===== config.mk =====
export PLATFORM = sky130hd
export DESIGN_NAME = spi_queue_master
export DESIGN_NICKNAME = d
export VERILOG_FILES = /design/src/rtl/spq_pkg.sv /design/src/rtl/spq_ram.sv /design/src/rtl/spq_clkdiv.sv /design/src/rtl/spq_engine.sv /design/src/rtl/spi_queue_master.sv
export SDC_FILE = /design/constraint.sdc
export NUM_CORES = 1
export LEC_CHECK = 0
export BUFFER_PORTS_ARGS = -buffer_cell sky130_fd_sc_hd__buf_2
export CAP_MARGIN = 20
export CORE_MARGIN = 10
export CORE_UTILIZATION = 48
export DETAILED_ROUTE_END_ITERATION = 6
export GPL_TIMING_DRIVEN = 0
export SLEW_MARGIN = 20
export SYNTH_ARGS = -nofsm -noshare
export SYNTH_HDL_FRONTEND = slang
export SYNTH_HIERARCHICAL = 1
export SYNTH_SLANG_ARGS = --single-unit

===== constraint.sdc =====
create_clock -name clk -period 8.65 [get_ports clk]
set_clock_uncertainty 0.15 [all_clocks]
set_input_delay 1.73 -clock clk [delete_from_list [all_inputs] [get_ports clk]]
set_output_delay 1.73 -clock clk [all_outputs]
set_load 0.05 [all_outputs]

===== src/rtl/spq_pkg.sv =====
package spq_pkg;
    localparam int DATA_W = 16;
    localparam int QDEPTH = 16;
    localparam int QIDX_W = $clog2(QDEPTH);
    localparam int PTR_W  = QIDX_W + 2;
    localparam int NBANK  = 3;
    localparam int BAUD_W = 8;
    localparam int BITS_W = 4;
    localparam int NB_W   = $clog2(DATA_W + 1);
    localparam int ECNT_W = $clog2(2 * DATA_W);
    localparam int CMD_USE_BITS = 14;

    localparam logic [4:0] OFS_FMT  = 5'h00;
    localparam logic [4:0] OFS_CTRL = 5'h04;
    localparam logic [4:0] OFS_BND  = 5'h08;
    localparam logic [4:0] OFS_INT  = 5'h0C;
    localparam logic [4:0] OFS_PTR  = 5'h10;
    localparam logic [4:0] OFS_WIN  = 5'h14;

    typedef enum logic [1:0] {
        BANK_TX   = 2'd0,
        BANK_RX   = 2'd1,
        BANK_CMD  = 2'd2,
        BANK_NONE = 2'd3
    } bank_e;

    typedef struct packed {
        logic              master;
        logic              spare;
        logic [BITS_W-1:0] bits;
        logic              cpol;
        logic              cpha;
        logic [BAUD_W-1:0] baud;
    } fmt_t;

    typedef enum logic [1:0] {
        ENG_IDLE  = 2'd0,
        ENG_LOAD  = 2'd1,
        ENG_SHIFT = 2'd2
    } eng_state_e;

    function automatic logic [NB_W-1:0] word_len(input logic use_bits,
                                                 input logic [BITS_W-1:0] bits);
        if (!use_bits)
            return NB_W'(8);
        else if (bits < BITS_W'(8))
            return NB_W'(DATA_W);
        else
            return NB_W'(bits);
    endfunction
endpackage


===== src/rtl/spq_ram.sv =====
module spq_ram #(
    parameter int DEPTH = 16,
    parameter int WIDTH = 16,
    localparam int AW = $clog2(DEPTH)
) (
    input  logic             clk,
    input  logic             rst,
    input  logic             we,
    input  logic [AW-1:0]    waddr,
    input  logic [WIDTH-1:0] wdata,
    input  logic [AW-1:0]    raddr_a,
    output logic [WIDTH-1:0] rdata_a,
    input  logic [AW-1:0]    raddr_b,
    output logic [WIDTH-1:0] rdata_b
);
    logic [WIDTH-1:0] mem [DEPTH];

    always_ff @(posedge clk) begin
        if (rst) begin
            for (int i = 0; i < DEPTH; i++) mem[i] <= '0;
        end else if (we) begin
            mem[waddr] <= wdata;
        end
    end

    assign rdata_a = mem[raddr_a];
    assign rdata_b = mem[raddr_b];
endmodule


===== src/rtl/spq_clkdiv.sv =====
module spq_clkdiv #(
    parameter int BAUD_W = 8
) (
    input  logic              clk,
    input  logic              rst,
    input  logic              en,
    input  logic [BAUD_W-1:0] baud,
    output logic              tick
);
    logic [BAUD_W-1:0] cnt;

    assign tick = en && (baud != '0) && (cnt == baud - BAUD_W'(1));

    always_ff @(posedge clk) begin
        if (rst || !en || baud == '0 || tick)
            cnt <= '0;
        else
            cnt <= cnt + BAUD_W'(1);
    end
endmodule


===== src/rtl/spq_engine.sv =====
module spq_engine
    import spq_pkg::*;
(
    input  logic              clk,
    input  logic              rst,
    input  logic              go,
    input  logic              cpol,
    input  logic              cpha,
    input  logic [BITS_W-1:0] bits,
    input  logic [BAUD_W-1:0] baud,
    input  logic [QIDX_W-1:0] q_first,
    input  logic [QIDX_W-1:0] q_last,
    input  logic [DATA_W-1:0] tx_word,
    input  logic              use_bits,
    input  logic              miso,
    output logic [QIDX_W-1:0] idx,
    output logic              rx_we,
    output logic [DATA_W-1:0] rx_data,
    output logic              done,
    output logic              sck,
    output logic              mosi
);
    eng_state_e        state;
    logic [NB_W-1:0]   nbits;
    logic [ECNT_W-1:0] edge_cnt;
    logic [DATA_W-1:0] tx_sr, rx_sr, sr_init;
    logic [NB_W-1:0]   ld_n;
    logic              phase, tick, leading, sample, drive, last_edge, last_sample;

    spq_clkdiv #(.BAUD_W(BAUD_W)) u_div (
        .clk (clk),
        .rst (rst),
        .en  (state == ENG_SHIFT),
        .baud(baud),
        .tick(tick)
    );

    always_comb begin
        ld_n        = word_len(use_bits, bits);
        sr_init     = tx_word << (NB_W'(DATA_W) - ld_n);
        leading     = ~edge_cnt[0];
        last_edge   = {1'b0, edge_cnt} == ({nbits, 1'b0} - 6'd1);
        last_sample = {1'b0, edge_cnt} == ({nbits, 1'b0} - 6'd2 + {5'd0, cpha});
        sample      = cpha ? ~leading : leading;
        drive       = cpha ? leading : (~leading && !last_edge);
    end

    assign sck     = cpol ^ phase;
    assign rx_data = {rx_sr[DATA_W-2:0], miso};
    assign rx_we   = (state == ENG_SHIFT) && tick && sample && last_sample;
    assign done    = (state == ENG_SHIFT) && tick && last_edge && (idx == q_last);

    always_ff @(posedge clk) begin
        if (rst) begin
            state    <= ENG_IDLE;
            idx      <= '0;
            nbits    <= NB_W'(8);
            edge_cnt <= '0;
            tx_sr    <= '0;
            rx_sr    <= '0;
            phase    <= 1'b0;
            mosi     <= 1'b0;
        end else begin
            case (state)
                ENG_IDLE: begin
                    if (go) begin
                        idx   <= q_first;
                        state <= ENG_LOAD;
                    end
                end
                ENG_LOAD: begin
                    nbits    <= ld_n;
                    edge_cnt <= '0;
                    phase    <= 1'b0;
                    rx_sr    <= '0;
                    if (!cpha) begin
                        mosi  <= sr_init[DATA_W-1];
                        tx_sr <= sr_init << 1;
                    end else begin
                        tx_sr <= sr_init;
                    end
                    state <= ENG_SHIFT;
                end
                ENG_SHIFT: begin
                    if (tick) begin
                        phase    <= ~phase;
                        edge_cnt <= edge_cnt + ECNT_W'(1);
                        if (sample) rx_sr <= rx_data;
                        if (drive) begin
                            mosi  <= tx_sr[DATA_W-1];
                            tx_sr <= tx_sr << 1;
                        end
                        if (last_edge) begin
                            edge_cnt <= '0;
                            if (idx == q_last) begin
                                state <= ENG_IDLE;
                            end else begin
                                idx   <= idx + QIDX_W'(1);
                                state <= ENG_LOAD;
                            end
                        end
                    end
                end
                default: state <= ENG_IDLE;
            endcase
        end
    end

    // clock rests at the polarity level whenever no word is shifting
    a_r8_idle_level: assert property (@(posedge clk) disable iff (rst)
        (state != ENG_SHIFT) |-> (sck == cpol));

    // never more than 2n edges within a word
    a_r9_edge_bound: assert property (@(posedge clk) disable iff (rst)
        (state == ENG_SHIFT) |-> ({1'b0, edge_cnt} < {nbits, 1'b0}));

    // a zero divisor freezes the serial clock
    a_r10_stall: assert property (@(posedge clk) disable iff (rst)
        (state == ENG_SHIFT && baud == '0) |=> $stable(phase));
endmodule


===== src/rtl/spi_queue_master.sv =====
module spi_queue_master
    import spq_pkg::*;
(
    input  logic        clk,
    input  logic        rst,
    input  logic        bus_sel,
    input  logic        bus_we,
    input  logic [4:0]  bus_addr,
    input  logic [15:0] bus_wdata,
    output logic [15:0] bus_rdata,
    output logic        irq,
    output logic        sck,
    output logic        mosi,
    input  logic        miso
);
    fmt_t              fmt_q;
    logic              run_q, flag_q, ien_q;
    logic [QIDX_W-1:0] first_q, last_q;
    logic [PTR_W-1:0]  ptr_q;

    logic              win_acc;
    bank_e             host_bank;
    logic [NBANK-1:0]  host_we;
    logic [DATA_W-1:0] rd_host [NBANK];
    logic [DATA_W-1:0] rd_eng  [NBANK];
    logic [DATA_W-1:0] win_rd;

    logic [QIDX_W-1:0] eng_idx;
    logic              eng_rx_we, eng_done;
    logic [DATA_W-1:0] eng_rx_data;

    assign win_acc   = bus_sel && (bus_addr == OFS_WIN);
    assign host_bank = bank_e'(ptr_q[PTR_W-1 -: 2]);

    for (genvar g = 0; g < NBANK; g++) begin : g_bank
        if (g == int'(BANK_RX)) begin : g_rx
            assign host_we[g] = 1'b0;
            spq_ram #(.DEPTH(QDEPTH), .WIDTH(DATA_W)) u_ram (
                .clk(clk), .rst(rst),
                .we(eng_rx_we), .waddr(eng_idx), .wdata(eng_rx_data),
                .raddr_a(ptr_q[QIDX_W-1:0]), .rdata_a(rd_host[g]),
                .raddr_b(eng_idx), .rdata_b(rd_eng[g])
            );
        end else begin : g_host
            assign host_we[g] = win_acc && bus_we && (host_bank == bank_e'(g));
            spq_ram #(.DEPTH(QDEPTH), .WIDTH(DATA_W)) u_ram (
                .clk(clk), .rst(rst),
                .we(host_we[g]), .waddr(ptr_q[QIDX_W-1:0]), .wdata(bus_wdata),
                .raddr_a(ptr_q[QIDX_W-1:0]), .rdata_a(rd_host[g]),
                .raddr_b(eng_idx), .rdata_b(rd_eng[g])
            );
        end
    end

    logic unused_bits;
    assign unused_bits = ^{rd_eng[BANK_RX], rd_eng[BANK_CMD][DATA_W-1:CMD_USE_BITS+1],
                           rd_eng[BANK_CMD][CMD_USE_BITS-1:0]};

    spq_engine u_eng (
        .clk(clk), .rst(rst), .go(run_q),
        .cpol(fmt_q.cpol), .cpha(fmt_q.cpha), .bits(fmt_q.bits), .baud(fmt_q.baud),
        .q_first(first_q), .q_last(last_q),
        .tx_word(rd_eng[BANK_TX]), .use_bits(rd_eng[BANK_CMD][CMD_USE_BITS]),
        .miso(miso), .idx(eng_idx), .rx_we(eng_rx_we), .rx_data(eng_rx_data),
        .done(eng_done), .sck(sck), .mosi(mosi)
    );

    always_comb begin
        case (host_bank)
            BANK_TX:  win_rd = rd_host[BANK_TX];
            BANK_RX:  win_rd = rd_host[BANK_RX];
            BANK_CMD: win_rd = rd_host[BANK_CMD];
            default:  win_rd = '0;
        endcase
    end

    always_comb begin
        case (bus_addr)
            OFS_FMT:  bus_rdata = fmt_q;
            OFS_CTRL: bus_rdata = {run_q, 15'd0};
            OFS_BND:  bus_rdata = {4'd0, last_q, 4'd0, first_q};
            OFS_INT:  bus_rdata = {7'd0, ien_q, 7'd0, flag_q};
            OFS_PTR:  bus_rdata = {{(DATA_W-PTR_W){1'b0}}, ptr_q};
            OFS_WIN:  bus_rdata = win_rd;
            default:  bus_rdata = '0;
        endcase
    end

    assign irq = flag_q && ien_q;

    always_ff @(posedge clk) begin
        if (rst) begin
            fmt_q   <= '0;
            run_q   <= 1'b0;
            flag_q  <= 1'b0;
            ien_q   <= 1'b0;
            first_q <= '0;
            last_q  <= '0;
            ptr_q   <= '0;
        end else begin
            if (bus_sel && bus_we && bus_addr == OFS_FMT) fmt_q <= fmt_t'(bus_wdata);
            if (bus_sel && bus_we && bus_addr == OFS_BND) begin
                last_q  <= bus_wdata[11:8];
                first_q <= bus_wdata[3:0];
            end
            if (bus_sel && bus_we && bus_addr == OFS_PTR) ptr_q <= bus_wdata[PTR_W-1:0];
            else if (win_acc) ptr_q <= ptr_q + PTR_W'(1);
            if (eng_done) run_q <= 1'b0;
            else if (bus_sel && bus_we && bus_addr == OFS_CTRL) run_q <= bus_wdata[15];
            if (bus_sel && bus_we && bus_addr == OFS_INT) ien_q <= bus_wdata[8];
            if (eng_done) flag_q <= 1'b1;
            else if (bus_sel && bus_we && bus_addr == OFS_INT && bus_wdata[0]) flag_q <= 1'b0;
        end
    end

    // each window access steps the pointer by one
    a_r2_ptr_step: assert property (@(posedge clk) disable iff (rst)
        win_acc |=> (ptr_q == $past(ptr_q) + PTR_W'(1)));

    // at most one memory takes a host write, never the receive one
    a_r3_host_we: assert property (@(posedge clk) disable iff (rst)
        $onehot0(host_we) && !host_we[BANK_RX]);

    // completion drops the run bit
    a_r4_run_clear: assert property (@(posedge clk) disable iff (rst)
        eng_done |=> !run_q);

    // completion always leaves the flag set
    a_r5_flag_set: assert property (@(posedge clk) disable iff (rst)
        eng_done |=> flag_q);
endmodule


Word-level counts from Yosys, hierarchy flattened
Memory sizes are Yosys's and may differ from the RTL's. A register that Yosys moved wholly into a read port is not among the register bits.
Index checks and enable logic that the tools add are counted.
{"block": "word_totals", "ramBits": 768, "in_bits": 26, "wordCells": 168, "ff_bits": 90, "output_inout_bits": 19, "memories": 3}
{"block": "classes", "n_shift": 1, "add_sub_neg": 9, "n_lt_le_gt_ge": 1, "reduce_logical": 44, "muxes": 66, "bitwise": 3, "n_eq_ne": 20}
{"memory": "g_bank[0].g_host.u_ram.mem", "depth": 16, "word_bits": 16, "read_ports": 2, "rd_clocked_by_memory_dff": 2, "write_ports": 16, "line": "spq_ram.sv:16", "text": "logic [WIDTH-1:0] mem [DEPTH];"}
{"memory": "g_bank[1].g_rx.u_ram.mem", "depth": 16, "word_bits": 16, "read_ports": 1, "rd_clocked_by_memory_dff": 1, "write_ports": 16, "line": "spq_ram.sv:16"}
{"memory": "g_bank[2].g_host.u_ram.mem", "depth": 16, "word_bits": 16, "read_ports": 2, "rd_clocked_by_memory_dff": 2, "write_ports": 16, "line": "spq_ram.sv:16"}
{"cell": "$mux 16", "count": 6}
{"cell": "$pmux 16 s6", "count": 1}
{"cell": "$mux 4", "count": 17}
{"cell": "$pmux 16 s3", "count": 1}
{"cell": "$reduce_or 16->1", "count": 3}
{"cell": "$pmux 16 s2", "count": 1}
{"cell": "$mux 15", "count": 2}
{"cell": "$pmux 15 s2", "count": 1}
{"cell": "$mux 1", "count": 23}
{"cell": "$logic_and 1x1->1", "count": 20}
{"cell": "$mux 5", "count": 4}
{"cell": "$shl 16x5->16", "count": 1}
{"cell": "$eq 5x6->1", "count": 2}
{"cell": "$mux 6", "count": 2}
{"cell": "$eq 5x4->1 const B", "count": 2}
{"cell": "$eq 5x5->1 const B", "count": 2}
{"cell": "$pmux 5 s2", "count": 1}
{"cell": "$reduce_and 3->1", "count": 3}
{"cell": "$add 8x1->8 const B", "count": 1}
{"cell": "$eq 8x8->1", "count": 1}
{"cell": "$logic_not 8->1", "count": 1}
{"cell": "$ne 2x1->1 const B", "count": 4}
{"cell": "$pmux 4 s2", "count": 1}
{"cell": "$reduce_bool 2->1", "count": 4}
{"cell": "other kinds (28)", "count": 40}

Depth between registers and ports, before layout
{"block": "logic_depth", "ltp_word": 11, "ltp_mapped": 19, "mapped_depth_nobuf": 12}

Modules after synthesis
Netlist, hierarchy kept.
{"module": "spq_ram", "area_per_inst_um2": 13414.1, "seq_area_each_um2": 7687.4, "cells_per_inst": 859, "n_inst": 3}
{"module": "spq_engine", "area_per_inst_um2": 3611.0, "seq_area_each_um2": 980.9, "cells_per_inst": 476, "n_inst": 1}
{"module": "spi_queue_master", "area_per_inst_um2": 1993.2, "seq_area_each_um2": 660.6, "cells_per_inst": 242, "n_inst": 1}
{"module": "spq_clkdiv", "area_per_inst_um2": 601.8, "seq_area_each_um2": 160.2, "cells_per_inst": 70, "n_inst": 1}

Worst setup path before layout
OpenSTA, ideal clock, no wires.
{"block": "synth_path", "path_type": "input-to-output", "start": "in bus_addr[1]", "end": "out bus_rdata[11]", "required_time_ns": 6.770, "slack_ns": 3.174, "cell_stages": 4, "arrival_time_ns": 3.596, "path_buffers": 1, "cell_sequence": "nor4b_1 -> nand2_1 -> clkbuf_1 -> o21ai_0"}
{"block": "synth_via", "elab_chain_len": 2, "elab_cells_between_ends": 7, "classes_between": "eq/ne (5); mux (1); reduce/logical (1)"}
{"item": "start, declared", "line": "spi_queue_master.sv:8", "text": "input logic [4:0] bus_addr,"}
{"item": "$eq 5x5->1, or another cell as far along", "line": "spi_queue_master.sv:78", "text": "case (bus_addr)"}
{"item": "$pmux 16 s6 (*)", "line": "spi_queue_master.sv:78"}
{"item": "end, declared", "line": "spi_queue_master.sv:10", "text": "output logic [15:0] bus_rdata,"}
Mark *: on every way between the ends. The rest lies on a longest branch, timed or not.

==> impl_metrics.ini <==
[timing]
setup_viol = 0
fin_setup_tns_ns = 0
fmax_mhz = 138
slew_headroom_pct = 29.1
fin_crit_ns = 7.26
setup_ws_ns = 1.39
rsz0062_at_grt = false
hold_viol = 0
period_share_pct = 83.9
worstMarginPinSlew_ns = 1.06
slew_violations = 0

[route]
via_per_inst = 6.05
vias = 27178
postRouteWirelength_um = 121000
first_pass_iters = 5
detail_route.wl_per_cell_um = 26.9
ant_nets = 0
drtIter0Drc = 3089
drc = 0

[setup_path]
r2r_start = u_eng/state[1]
crit_type = reg -> out
cp_slowest_stage_delay_ns = 0.88
slowest_stage = dfxtp_2
cp_num_buf_inv = 3
reg2reg_depth = 14
crit_fanout = 21
crit_family = buffers and inverters
rr_endpoint = g_bank[1].g_rx.u_ram/mem[12][8]
worst_ep_required_time_ns = 6.77
r2r_setup_slack_ns = 2.62
start_kind = flip-flop
crit_path_end_kind = primary output
crit_top_cell = clkbuf_1
arrival_ns = 5.38
crit_chain = clkbuf_1 -> clkbuf_1 -> mux4_2 -> a22oi_1 -> nand2_1 -> mux2i_1 -> nor2_1 -> a21oi_1 -> o21ai_0 -> buf_2

[floorplan]
die_x_um = 319
die-area_um2 = 102000
fp.dieH_um = 319
io_pins = 45
start_util_pct = 48.5
rows = 109
coreArea_um2 = 88500

[status]
status = finished clean

[cts]
cts_tree = done
cts_resized = 0
clk_latency_ns = 0.67
clk_pin_slew_ns = 0.06
numCtsBuffers = 93
post_cts_buffers = 0
cts_root_buffer = clkbuf_16
numClockSinks = 858
htreeDepth = 3
hold_buffers = 0
cts_buffer_depth = 3

[global_routing]
grt.total_usage_pct = 23.4
grt_overflow_total = 0
grt_start_max_net_pins = 26
antenna_found_initial = 9
grt_pass1_vias = 27692
grt_pass1_wl_um = 179000

[yosys]
ys_warn_count = 6
syn_avg_cell_area_um2 = 13.8
syn-cell-area_um2 = 42900
syn_inst = 3115
synth_fp_nets = 3148

[layout]
drive_above_1_share_pct = 19.9
area_growth_pct = 10.8
layout_commonest_cell = edfxtp_1
nets = 3288
final_cell_area_um2 = 47500
final_cell_mix = edfxtp_1 (768), and2_1 (730), mux4_2 (262), clkbuf_1 (193), nand2_1 (141)

[placed_design]
gp_congestion = 0.912
port_buffers = 44
post-place-ws_ns = 2.40
place_area_um2 = 44600
dp_hpwl_um = 85700

[hold_path]
hold_end = u_eng/tx_sr[5]
hold_start = u_eng/tx_sr[4]
hold_class = reg -> reg
hold_depth = 2

[power]
total_leakage_power_uw = 0.0166
peakVddDrop_v = 0.000147
p_per_area_nw_per_um2 = 187

[run]
cap_violations = 0
==> final cells by class <==
cell class | count | area [um^2]
antenna | 1 | 2.50
fill | 7326 | 41000
multi-input combinational | 1984 | 16900
buffer | 254 | 1090
tap | 1165 | 1460
sequential | 858 | 24900
timing repair buffer | 45 | 228
clock buffer | 115 | 2430
inverter | 19 | 71.3
clock inverter | 51 | 480
==> registers in the layout, summed over array words and instances, names as in the netlist, 2 cells and up <==
register	flops
u_eng/state	2
u_eng/edge_cnt	5
u_eng/u_div/cnt	8
first_q	4
last_q	4
fmt_q	16
u_eng/idx	4
u_eng/nbits	5
ptr_q	6
u_eng/rx_sr	15
g_bank.g_rx.u_ram/mem	256
g_bank.g_host.u_ram/mem	512
u_eng/tx_sr	16
==> worst max path at each step <==
stage / startpoint / endpoint / slack, ns / cells after the start
6_report: ptr_q[1] / bus_rdata[5] / 1.39 / 10
5_1_grt: ptr_q[1] / bus_rdata[5] / 1.38 / 10
4_1_cts: ptr_q[1] / bus_rdata[5] / 1.68 / 10
3_5_place_dp: ptr_q[1] / bus_rdata[5] / 2.40 / 10
3_3_place_gp: ptr_q[1] / bus_rdata[5] / 1.99 / 10
2_1_floorplan: bus_addr[1] / bus_rdata[11] / 3.17 / 4
==> where the power goes <==
part	internal, uW	switching [uW]
logic	121	249
clock network	2210	1660
registers	4630	47.4
==> metal layers <==
layer / global-route usage, % / vias up / wire length [um]
met5: 0 / - / 80
li1: - / 11922 / -
met2: 38.6 / 1042 / 58500
met3: 5.33 / 210 / 9950
met1: 30.8 / 13994 / 49300
met4: 6.69 / 10 / 3200
==> worst reg2reg max path: cells and delay by family, from the launching register on <==
family / cells / cell delay, ns
simple gates: 7 / 3.00
buf+inv: 6 / 1.88
flops: 1 / 0.30
compound gates: 1 / 0.31
==> stage by stage <==
stage	utilization, %	cells	total power, uW	hold slack (ns)
CTS	53.7	4491	8970	0.326
finish	53.7	4492	8900	0.333
global route	53.7	4491	9170	0.355
detailed placement	50.4	4325	5130	0.318
global placement	50.4	4324	5110	0.294
floorplan	-	3115	4960	0.282
(Power assumes the default switching activity.)
